==> config.mk <==
export PLATFORM = sky130hd
export DESIGN_NAME = lut1d_dbuf
export DESIGN_NICKNAME = d
export VERILOG_FILES = /design/src/rtl/lut1d_pkg.sv /design/src/rtl/lut1d_ctrl.sv /design/src/rtl/lut1d_chan.sv /design/src/rtl/lut1d_dbuf.sv
export SDC_FILE = /design/constraint.sdc
export NUM_CORES = 2
export LEC_CHECK = 0
export CAP_MARGIN = 20
export CORE_MARGIN = 10
export CORE_UTILIZATION = 54
export CTS_CLUSTER_SIZE = 20
export DETAILED_ROUTE_END_ITERATION = 7
export DONT_BUFFER_PORTS = 1
export GPL_ROUTABILITY_DRIVEN = 0
export PLACE_DENSITY_LB_ADDON = 0.1
export SYNTH_ARGS = -nofsm -noshare
export SYNTH_HDL_FRONTEND = slang
export SYNTH_SLANG_ARGS = --single-unit
export TNS_END_PERCENT = 10
==> constraint.sdc <==
create_clock -name clk -period 20.5 [get_ports clk]
set_input_delay 1.025 -clock clk [delete_from_list [all_inputs] [get_ports clk]]
set_output_delay 1.025 -clock clk [all_outputs]
set_load 0.05 [all_outputs]
==> src/rtl/lut1d_pkg.sv <==
package lut1d_pkg;
  localparam int REG_W = 32;

  localparam logic [1:0] ADDR_CTRL = 2'd0;
  localparam logic [1:0] ADDR_IDX  = 2'd1;
  localparam logic [1:0] ADDR_DATA = 2'd2;

  localparam logic [1:0] MODE_TABLE = 2'd2;

  // control register field positions
  localparam int F_MODE   = 0;   // [1:0]
  localparam int F_SEL    = 2;
  localparam int F_HOST   = 3;
  localparam int F_MASK   = 4;   // [6:4]
  localparam int F_FORCE  = 8;
endpackage

==> src/rtl/lut1d_ctrl.sv <==
module lut1d_ctrl
  import lut1d_pkg::*;
#(
  parameter int DATA_W  = 12,
  parameter int IDX_W   = 4,
  parameter int PWR_LAT = 8,
  localparam int AW     = $clog2((2**IDX_W) + 1),
  localparam int CW     = $clog2(PWR_LAT + 1)
) (
  input  logic              clk,
  input  logic              rst,
  input  logic              reg_wr,
  input  logic [1:0]        reg_addr,
  input  logic [REG_W-1:0]  reg_wdata,
  output logic [REG_W-1:0]  reg_rdata,
  input  logic              frame_start,
  output logic              lut_on,
  output logic              sel_cur,
  output logic              host_sel,
  output logic [2:0]        wmask,
  output logic              wr_en,
  output logic [AW-1:0]     wr_addr,
  output logic [DATA_W-1:0] wr_data
);
  logic [1:0]    mode_req, mode_cur;
  logic          sel_req;
  logic          force_q;
  logic [AW-1:0] index_q;
  logic [CW-1:0] pwr_cnt;
  logic          pwr_busy;
  logic          ctrl_wr, idx_wr, data_wr;
  logic          unused_wdata;

  assign unused_wdata = ^reg_wdata[REG_W-1:DATA_W];

  assign ctrl_wr  = reg_wr && (reg_addr == ADDR_CTRL);
  assign idx_wr   = reg_wr && (reg_addr == ADDR_IDX);
  assign data_wr  = reg_wr && (reg_addr == ADDR_DATA);
  assign pwr_busy = force_q || (pwr_cnt != '0);
  assign wr_en    = data_wr && !pwr_busy;
  assign wr_addr  = index_q;
  assign wr_data  = reg_wdata[DATA_W-1:0];
  assign lut_on   = (mode_cur == MODE_TABLE) && !pwr_busy;

  always_ff @(posedge clk) begin
    if (rst) begin
      mode_req <= '0;
      sel_req  <= 1'b0;
      host_sel <= 1'b0;
      wmask    <= 3'b111;
      force_q  <= 1'b0;
      mode_cur <= '0;
      sel_cur  <= 1'b0;
      index_q  <= '0;
      pwr_cnt  <= '0;
    end else begin
      if (ctrl_wr) begin
        mode_req <= reg_wdata[F_MODE +: 2];
        sel_req  <= reg_wdata[F_SEL];
        host_sel <= reg_wdata[F_HOST];
        wmask    <= reg_wdata[F_MASK +: 3];
        force_q  <= reg_wdata[F_FORCE];
      end
      if (frame_start) begin
        mode_cur <= mode_req;
        sel_cur  <= sel_req;
      end
      if (idx_wr)     index_q <= reg_wdata[AW-1:0];
      else if (wr_en) index_q <= index_q + AW'(1);
      if (ctrl_wr && force_q && !reg_wdata[F_FORCE]) pwr_cnt <= CW'(PWR_LAT);
      else if (!force_q && pwr_cnt != '0)            pwr_cnt <= pwr_cnt - CW'(1);
    end
  end

  always_ff @(posedge clk) begin
    if (rst) reg_rdata <= '0;
    else begin
      unique case (reg_addr)
        ADDR_CTRL: reg_rdata <= {12'd0, pwr_busy, sel_cur, mode_cur, 7'd0, force_q,
                                 1'b0, wmask, host_sel, sel_req, mode_req};
        ADDR_IDX:  reg_rdata <= {{(REG_W-AW){1'b0}}, index_q};
        default:   reg_rdata <= '0;
      endcase
    end
  end

  // current mode and select only move on a frame strobe
  assert_cur_hold_R4: assert property (@(posedge clk) disable iff (rst)
    !frame_start |=> ($stable(mode_cur) && $stable(sel_cur)));

  // every accepted data write advances the pointer by one
  assert_idx_step_R6: assert property (@(posedge clk) disable iff (rst)
    (wr_en && !idx_wr) |=> (index_q == $past(index_q) + AW'(1)));

  // clearing power-force leaves the memory busy while it wakes
  assert_wake_busy_R8: assert property (@(posedge clk) disable iff (rst)
    ($past(force_q) && !force_q) |-> pwr_busy);

  // data writes during low power leave the pointer alone
  assert_lowpwr_idx_R9: assert property (@(posedge clk) disable iff (rst)
    (pwr_busy && data_wr && !idx_wr) |=> $stable(index_q));
endmodule

==> src/rtl/lut1d_chan.sv <==
module lut1d_chan #(
  parameter int DATA_W  = 12,
  parameter int IDX_W   = 4,
  localparam int FRAC_W  = DATA_W - IDX_W,
  localparam int ENTRIES = (2**IDX_W) + 1,
  localparam int AW      = $clog2(ENTRIES)
) (
  input  logic              clk,
  input  logic              rst,
  input  logic              wr_en,
  input  logic              wr_bank,
  input  logic [AW-1:0]     wr_addr,
  input  logic [DATA_W-1:0] wr_data,
  input  logic              lut_on,
  input  logic              sel,
  input  logic              pix_valid_i,
  input  logic [DATA_W-1:0] pix_i,
  output logic              pix_valid_o,
  output logic [DATA_W-1:0] pix_o
);
  logic [DATA_W-1:0] mem [2][ENTRIES];
  logic [DATA_W-1:0] rd_lo [2];
  logic [DATA_W-1:0] rd_hi [2];
  logic [AW-1:0]     lo_a, hi_a;

  logic              s1_vld, s1_use, s1_sel;
  logic [FRAC_W-1:0] s1_frac;
  logic [DATA_W-1:0] s1_pix;
  logic              s2_vld, s2_use;
  logic [DATA_W-1:0] s2_pix, s2_val;

  logic [DATA_W-1:0]               lo, hi;
  logic signed [DATA_W:0]          diff;
  logic signed [DATA_W+FRAC_W+1:0] prod, sum;

  assign lo_a = AW'(pix_i[DATA_W-1 -: IDX_W]);
  assign hi_a = lo_a + AW'(1);

  // table banks: one write port, two synchronous read ports per bank
  always_ff @(posedge clk) begin
    if (wr_en && (wr_addr < AW'(ENTRIES))) mem[wr_bank][wr_addr] <= wr_data;
    for (int b = 0; b < 2; b++) begin
      rd_lo[b] <= mem[b][lo_a];
      rd_hi[b] <= mem[b][hi_a];
    end
  end

  assign lo   = rd_lo[s1_sel];
  assign hi   = rd_hi[s1_sel];
  assign diff = $signed({1'b0, hi}) - $signed({1'b0, lo});
  assign prod = diff * $signed({1'b0, s1_frac});
  assign sum  = $signed({1'b0, lo}) + (prod >>> FRAC_W);

  always_ff @(posedge clk) begin
    if (rst) begin
      s1_vld <= 1'b0; s2_vld <= 1'b0; pix_valid_o <= 1'b0;
      s1_use <= 1'b0; s2_use <= 1'b0; s1_sel <= 1'b0;
      s1_frac <= '0; s1_pix <= '0; s2_pix <= '0; s2_val <= '0; pix_o <= '0;
    end else begin
      s1_vld  <= pix_valid_i;
      s1_use  <= lut_on;
      s1_sel  <= sel;
      s1_frac <= pix_i[FRAC_W-1:0];
      s1_pix  <= pix_i;
      s2_vld  <= s1_vld;
      s2_use  <= s1_use;
      s2_pix  <= s1_pix;
      s2_val  <= sum[DATA_W-1:0];
      pix_valid_o <= s2_vld;
      pix_o       <= s2_use ? s2_val : s2_pix;
    end
  end

  // valid travels with the data
  assert_valid_pipe_R7: assert property (@(posedge clk) disable iff (rst)
    s2_vld |=> pix_valid_o);

  // a pixel without table use leaves unchanged
  assert_bypass_R2: assert property (@(posedge clk) disable iff (rst)
    (s2_vld && !s2_use) |=> (pix_o == $past(s2_pix)));
endmodule

==> src/rtl/lut1d_dbuf.sv <==
module lut1d_dbuf
  import lut1d_pkg::*;
#(
  parameter int DATA_W  = 12,
  parameter int IDX_W   = 4,
  parameter int PWR_LAT = 8,
  localparam int AW     = $clog2((2**IDX_W) + 1)
) (
  input  logic              clk,
  input  logic              rst,
  input  logic              reg_wr,
  input  logic [1:0]        reg_addr,
  input  logic [31:0]       reg_wdata,
  output logic [31:0]       reg_rdata,
  input  logic              frame_start,
  input  logic              pix_valid_i,
  input  logic [DATA_W-1:0] pix_r_i,
  input  logic [DATA_W-1:0] pix_g_i,
  input  logic [DATA_W-1:0] pix_b_i,
  output logic              pix_valid_o,
  output logic [DATA_W-1:0] pix_r_o,
  output logic [DATA_W-1:0] pix_g_o,
  output logic [DATA_W-1:0] pix_b_o
);
  logic              lut_on, sel_cur, host_sel, wr_en;
  logic [2:0]        wmask;
  logic [AW-1:0]     wr_addr;
  logic [DATA_W-1:0] wr_data;
  logic [DATA_W-1:0] ch_in  [3];
  logic [DATA_W-1:0] ch_out [3];
  logic [2:0]        ch_vld;
  logic              unused_vld;

  lut1d_ctrl #(.DATA_W(DATA_W), .IDX_W(IDX_W), .PWR_LAT(PWR_LAT)) u_ctrl (
    .clk(clk), .rst(rst), .reg_wr(reg_wr), .reg_addr(reg_addr),
    .reg_wdata(reg_wdata), .reg_rdata(reg_rdata), .frame_start(frame_start),
    .lut_on(lut_on), .sel_cur(sel_cur), .host_sel(host_sel), .wmask(wmask),
    .wr_en(wr_en), .wr_addr(wr_addr), .wr_data(wr_data)
  );

  // channel c follows mask bit c: 0 blue, 1 green, 2 red
  assign ch_in[0] = pix_b_i;
  assign ch_in[1] = pix_g_i;
  assign ch_in[2] = pix_r_i;

  for (genvar c = 0; c < 3; c++) begin : g_ch
    lut1d_chan #(.DATA_W(DATA_W), .IDX_W(IDX_W)) u_chan (
      .clk(clk), .rst(rst),
      .wr_en(wr_en && wmask[c]), .wr_bank(host_sel),
      .wr_addr(wr_addr), .wr_data(wr_data),
      .lut_on(lut_on), .sel(sel_cur),
      .pix_valid_i(pix_valid_i), .pix_i(ch_in[c]),
      .pix_valid_o(ch_vld[c]), .pix_o(ch_out[c])
    );
  end

  assign pix_b_o     = ch_out[0];
  assign pix_g_o     = ch_out[1];
  assign pix_r_o     = ch_out[2];
  assign pix_valid_o = ch_vld[0];
  assign unused_vld  = ^ch_vld[2:1];
endmodule

# Word level (Yosys, flattened, before mapping)
# Memory sizes are Yosys's and may differ from the RTL's. A register that Yosys moved wholly into a read port is not among the register bits.
# Cells that the tools add are included.
# totals
ff_bits,225
ram_bits,1368
input_bits,75
output_inout_bits,69
wordCells,155
memories,9
# memory_table
memory,words,width,read_ports,rd_ports_with_merged_regs,write_ports,line_no,rtl
g_ch[0].u_chan.mem,2,204,2,0,1,lut1d_chan.sv:21,logic [DATA_W-1:0] mem [2][ENTRIES];
g_ch[1].u_chan.mem,2,204,2,0,1,lut1d_chan.sv:21,
g_ch[2].u_chan.mem,2,204,2,0,1,lut1d_chan.sv:21,
g_ch[0].u_chan.rd_hi,2,12,1,1,2,lut1d_chan.sv:23,logic [DATA_W-1:0] rd_hi [2];
g_ch[0].u_chan.rd_lo,2,12,1,1,2,lut1d_chan.sv:22,logic [DATA_W-1:0] rd_lo [2];
g_ch[1].u_chan.rd_hi,2,12,1,1,2,lut1d_chan.sv:23,
+3 memories,--,--,--,--,--,--,
# op_classes
add_sub_neg,11
multipliers,3
order_cmp,9
eq_ne,3
n_mux,58
bitwise,7
reduce_logical,24
# op_table
op,n
12-bit binary-select mux with 5-bit select,12
204-bit 2-to-1 mux,3
12-bit 2-to-1 mux,28
12-bit demux with 5-bit select,1
13-bit by 9-bit multiplier with 20-bit output,3
6-bit greater-or-equal comparator (second input constant),7
20-bit one-hot mux with 2 select lines,1
12-bit by 12-bit subtractor with 13-bit output,3
12-bit adder,3
5-bit NOT with 6-bit output,4
4-bit NOT with 6-bit output,3
4-bit by 1-bit adder with 5-bit output (second input constant),3
1-bit logical AND,15
5-bit 2-to-1 mux,2
1-bit 2-to-1 mux,9
4-bit 2-to-1 mux,2
6-bit by 1-bit less-than comparator with 1-bit output (second input constant),1
5-bit by 1-bit adder with 5-bit output (second input constant),1
5-bit less-than comparator (second input constant),1
2-bit == test (second input constant),2
2-bit nonzero test,2
4-bit nonzero test,1
4-bit by 1-bit subtractor with 4-bit output (second input constant),1
1-bit logical NOT,3
other kinds (4),4

# Depth between registers and ports, before layout
# depth
depth_word,8
depth_mapped,38
mapped_depth_nobuf,35

# Cells and area by module
# A second synthesis with hierarchy kept.
# hier_totals
cells_unflattened,5124
area_unflattened_um2,78923.2
# modules_own_cells
mod,n_inst,cells_each,area_each_um2,seq_area_each_um2
lut1d_chan at g_ch[1].u_chan,1,1658,25794.7,14293.7
lut1d_chan at g_ch[0].u_chan,1,1660,25778.5,14293.7
lut1d_chan at g_ch[2].u_chan,1,1636,25773.5,14293.7
lut1d_ctrl,1,167,1557.7,640.6
lut1d_dbuf,1,3,18.8,0.0

# Least setup slack after synthesis
# OpenSTA, ideal clock, no wires.
# synth_path
path_type,register to register
start,register with a tool-made name
end,register g_ch[0].u_chan.s2_val[11]
setup_ns,0.127
arrival_ns,8.683
required_time_ns,20.373
slack_ns,11.690
path_stages_with_launch,36
path_buffers,3
synth_period_minus_slack_ns,8.810
path_cell_list,dfxtp_1 buf_2 buf_1 clkbuf_1 mux2i_1 ha_1 inv_1 fa_1 a21oi_1 a2bb2oi_1 a21oi_1 a41o_1 or2_2 xor2_1 nand2_1 fa_1 inv_1 fa_1 fa_1 inv_1 fa_1 inv_1 ha_1 and4_1 a21o_1 o21ai_0 nand4_1 nor2b_1 ha_1 a21o_1 nand2_1 o21ai_1 o41a_1 and4b_1 o21ai_0 or3b_1
# synth_rtl
item,line_no,rtl
to (signal assigned),lut1d_chan.sv:68,s2_val <= sum[DATA_W-1:0];
to (decl),lut1d_chan.sv:30,"logic [DATA_W-1:0] s2_pix, s2_val;"

==> run summary <==
By instance count, the cell type seen most on the critical path is sky130_fd_sc_hd__fa_1. The multiplexer share of the synthesized area came out at ~18%. The post-detailed-routing wire length is between 200000 and 250000 µm. Yosys printed 0 warnings. The number of synthesized flops with an enable pin came out at 1224. The met1 track demand over resource in global routing is a little under two fifths. The via count of the first global-routing pass came out at between 40000 and 50000.

The horizontal die dimension came out at 402 µm. The effective utilization at floorplan came out at between 50% and 60%. The post-synthesis area per instance is 14.0 µm². The worst-case hold path end point is g_ch[1].u_chan.mem[0][110]. The power per standard cell area is roughly 140 mW/mm².

The achievable frequency came out at 99.6 MHz. The minimum clock period after layout is roughly 10 ns. Along the worst path, the maximum fanout reaches between 40 and 50. For this design the static power due to leakage is roughly 31 nW. The core region is between 0.1 and 0.15 mm². The count of TritonRoute iterations in the first routing pass is 6. The maximum clock insertion buffer count is 3. The setup slack of the most critical reg-to-reg path is ~10 ns. Across the VDD grid, the largest voltage drop is 0.211 mV.

Of the available clock period, the critical path in the final layout requires between 40% and 50%. The sequential-to-total area share from yosys stat is a little over half. The actual slew at the worst max-slew pin is roughly 1.1 ns. The number of rows created at floorplan came out at 140. The number of failing setup endpoints in the final timing report is 0. The number of buffers created by CTS came out at 161. The post-synth design cell area is 0.0787 mm². The sequential cell area came out at 0.0433 mm². Once layout is complete, the cells apart from fillers number 7621. The top-level I/O count came out at 144. STA puts the critical path data arrival time at around 11 ns. Counting flops with an async set or reset pin after synthesis yields a share of 0%. The total count of hold-check failures in the final report is 0.

The simple-gate area share of the yosys netlist is under 10%. After the last flow step, the layout net total stands at 6068. The number of distinct library cells after synthesis is between 70 and 80.

The arithmetic-cell share of the synthesized area counting full adders, half adders and majority gates is a little under a tenth. The total buffers and inverters traversed by the critical path came out at 5. The hold buffer count at CTS is 0.

TritonCTS built the clock tree. In the final routed layout, each cell accounts on average for between 20 and 30 µm. The class of the tightest hold or removal check is in -> reg. The count of filler cells inserted in the layout is around 11000. The number of maximum-capacitance violations is 0. The total of flip-flops plus latches after synthesis is roughly 1600.

For the final database, setup skew stands at about 0.04 ns. The level count of the clock H-tree is 4. The worst pin sits at a relative slew slack of 24.3%.

Summing the areas of all compound-gate instances in the mapped netlist gives between 5 and 6% of the synthesized area. The clock root buffer master is sky130_fd_sc_hd__clkbuf_16. The antenna violation net count after detailed routing is 0.

The flow ran to the end, and the final reports show no timing, DRC or antenna violations. Global routing used 24.9% of the available tracks. The number of pins exceeding their max-slew limit in the final report came out at 0. The utilization of the core after routing came out at between 50% and 60%.

The initial antenna violation count came out at 2. For the worst flop-to-flop path, the logic depth is 33. The data required time at the worst endpoint is about 21 ns. The slowest stage of the critical path is the sky130_fd_sc_hd__buf_4 cell.

For this run, the leading register cell type out of synthesis is sky130_fd_sc_hd__edfxtp_1. The synthesized instance count is roughly 5600. The count of input and output buffers came out at 0.

The met3 track utilization from global routing is ~5%. The count of vias placed by the detailed router came out at ~47000. The total congestion overflow after global routing came out at 0. The CTS clock-pin slew for the worst setup and hold paths came out at roughly 0.060 ns. The post-CTS setup repair buffer count came out at 0. In this run, post-CTS repair resized a total of 0 instances. The cell count of the worst hold path is 0. The clock latency on the worst-skew pair is approximately 0.80 ns. The count of placed standard cells including taps is between 7000 and 8000. Grouping stages by cell kind, the critical path spends the most delay in adder cells. Using the TritonRoute via totals, the vias-per-cell ratio works out to a little over 6. The global routing usage on met2 is a little under two fifths. Setup repair after global routing left no endpoint under its margin. The sort of element at the end of the critical path is a flop. The number of clock sinks seen by CTS came out at roughly 1600. The total negative slack came out at 0 ns. The global-route wire length before repair came out at 303000 µm.

Cells with a size suffix above 1 make up between 10% and 20% of the layout. In this run the most used layer during global routing was met2. The multi-input combinational cells in the finished layout cover a total of approximately 0.033 mm². The count of unresolved DRC violations after routing is 0.

The die extent in y is between 400 and 500 µm. The half-perimeter wire length after detailed placement is ~130000 µm. The area share of xor/xnor cells in the synthesized design is 1.37%. On the worst path, the slowest cell contributes a delay of 0.79 ns. By area, the combinational part of the netlist is dominated by multiplexers. The category of the worst setup path launch point is a flop.

The start-to-end type of the worst setup path is reg -> reg. The worst register-to-register path ends at g_ch[0].u_chan.s2_val[11]. In this run, the number of DRC markers left after iteration 0 of detailed routing was around 4800. The critical hold path startpoint is reg_wdata[2]. The area growth from synthesis to layout is 9.77%. The pin count of the biggest net entering global routing came out at 245. The floorplan step defined a die boundary enclosing between 0.15 and 0.2 mm².
-- layer usage --
| layer | vias up | wire, µm |
|---|---|---|
| met1 | 24400 | 88100 |
| li1 | 20700 | - |
| met3 | 262 | 17900 |
| met4 | 0 | 4050 |
| met5 | - | 0 |
| met2 | 1807 | 92600 |
-- per-stage QoR --
stage | power [mW] | instance area, µm² | hold slack (ns) | setup slack [ns]
2_1_floorplan | 7.48 | 78800 | 0.411 | 11.69
3_3_place_gp | 8.70 | 81000 | 0.416 | 10.53
3_5_place_dp | 8.77 | 81000 | 0.420 | 10.49
4_1_cts | 11.7 | 86300 | 0.281 | 10.41
5_1_grt | 12.5 | 86400 | 0.296 | 9.67
6_report | 11.7 | 86400 | 0.331 | 10.46
-- power breakdown --
group	switching, mW	total (mW)	internal [mW]
clock network	1.21	2.94	1.73
registers	0.0662	3.58	3.51
logic	2.94	5.16	2.22
-- cells in the mapped netlist, types with 6 or more instances --
cell	instances	area share, %
sky130_fd_sc_hd__a211oi_1	16	0.15
sky130_fd_sc_hd__a21o_1	27	0.26
sky130_fd_sc_hd__a21oi_1	118	0.75
sky130_fd_sc_hd__a221oi_1	72	0.80
sky130_fd_sc_hd__a22oi_1	72	0.69
sky130_fd_sc_hd__a31oi_1	7	0.056
sky130_fd_sc_hd__a32o_1	72	0.92
sky130_fd_sc_hd__and2_1	153	1.2
sky130_fd_sc_hd__and3_1	8	0.064
sky130_fd_sc_hd__buf_1	72	0.34
sky130_fd_sc_hd__buf_2	29	0.18
sky130_fd_sc_hd__buf_4	20	0.19
sky130_fd_sc_hd__clkbuf_1	216	1.0
sky130_fd_sc_hd__dfxtp_1	326	8.3
sky130_fd_sc_hd__edfxtp_1	1224	47
sky130_fd_sc_hd__fa_1	240	6.1
sky130_fd_sc_hd__ha_1	183	2.9
sky130_fd_sc_hd__inv_1	351	1.7
sky130_fd_sc_hd__mux2_2	80	1.1
sky130_fd_sc_hd__mux2i_1	330	4.2
sky130_fd_sc_hd__mux4_2	432	12
sky130_fd_sc_hd__nand2_1	620	3.0
sky130_fd_sc_hd__nand2b_1	11	0.087
sky130_fd_sc_hd__nand3_1	91	0.58
sky130_fd_sc_hd__nand3b_1	77	0.73
sky130_fd_sc_hd__nand4_1	6	0.048
sky130_fd_sc_hd__nor2_1	248	1.2
sky130_fd_sc_hd__nor2b_1	118	0.94
sky130_fd_sc_hd__nor3_1	33	0.21
sky130_fd_sc_hd__o21a_1	15	0.14
sky130_fd_sc_hd__o21ai_0	140	0.89
sky130_fd_sc_hd__or3_1	8	0.064
sky130_fd_sc_hd__xnor2_1	75	0.83
sky130_fd_sc_hd__xor2_1	38	0.42
-- worst reg2reg max path: cells and delay by family (launching register included) --
kind,cells,cell delay (ns)
and+or+nand+nor,7,1.53
AOI/OAI and AO/OA,11,2.43
buffers and inverters,5,1.01
xor gates and xnor gates,1,0.58
adders and majority gates,8,3.31
muxes,1,0.39
DFF,1,0.67
-- cell usage in the layout (no fill, tap or decap), drive strengths merged, types with 11 or more instances in the layout --
cell / synthesis / routed
o21a: 15 / 15
bufinv: 0 / 14
a22oi: 72 / 72
nand2b: 11 / 11
a211oi: 16 / 16
edfxtp: 1224 / 1224
a32o: 72 / 72
clkbuf: 216 / 224
a221oi: 72 / 72
nor3: 34 / 34
buf: 121 / 120
conb: 1 / 20
dfxtp: 326 / 326
inv: 351 / 358
o21ai: 143 / 143
mux2i: 330 / 330
xor2: 38 / 38
clkinv: 0 / 42
nand3: 92 / 92
mux4: 432 / 432
ha: 183 / 183
a21o: 27 / 27
xnor2: 75 / 75
nor2: 248 / 248
mux2: 80 / 80
nand3b: 77 / 77
and2: 154 / 154
a21oi: 118 / 118
nor2b: 118 / 118
fa: 240 / 240
nand2: 620 / 620
-- state kept, by name, indices dropped and copies added (netlist names), 2 cells and up, named ones only --
name and cells:
g_ch.u_chan.rd_hi 72, u_ctrl.wr_addr 5, g_ch.u_chan.rd_lo 72, u_ctrl.wmask 3
u_ctrl.pwr_cnt 4, g_ch.u_chan.pix_o 36, u_ctrl.mode_req 2, u_ctrl.reg_rdata 12
g_ch.u_chan.s2_pix 36, u_ctrl.mode_cur 2, g_ch.u_chan.mem 1224, g_ch.u_chan.s2_val 36
g_ch.u_chan.s1_pix 36
-- cell families (layout without fill, tap and decap cells) --
kind of cell	Yosys count	after routing
buffers and inverters	688	766
adder cells (fa/ha/maj)	423	423
AO/OA/AOI/OAI	582	582
XOR/XNOR	117	117
other	1	22
flip-flops	1550	1550
AND/OR/NAND/NOR	1402	1402
multiplexers	842	842
-- worst max-delay path by stage --
| stage | to | cells after the start | slack [ns] | start |
|---|---|---|---|---|
| global route | g_ch[0].u_chan.s2_val[11] | 34 | 9.67 | flop |
| finish | g_ch[0].u_chan.s2_val[11] | 33 | 10.46 | flop |
| CTS | g_ch[0].u_chan.s2_val[11] | 33 | 10.41 | flop |
| floorplan | g_ch[0].u_chan.s2_val[11] | 35 | 11.69 | flop |
| detailed placement | g_ch[2].u_chan.s2_val[11] | 33 | 10.49 | flop |
| global placement | g_ch[0].u_chan.s2_val[11] | 34 | 10.53 | flop |
-- layout make-up --
cell class | count | share of cell area (%)
diodes | 2 | 0.00579
inverters | 351 | 1.52
repair buffers | 120 | 1.09
flip-flops and latches | 1550 | 50.1
clock buffers | 224 | 5.24
well taps | 1917 | 2.78
clock inverters | 71 | 0.938
multi-input cells | 3386 | 38.3
Note: power is estimated with default switching activity, not from simulation.
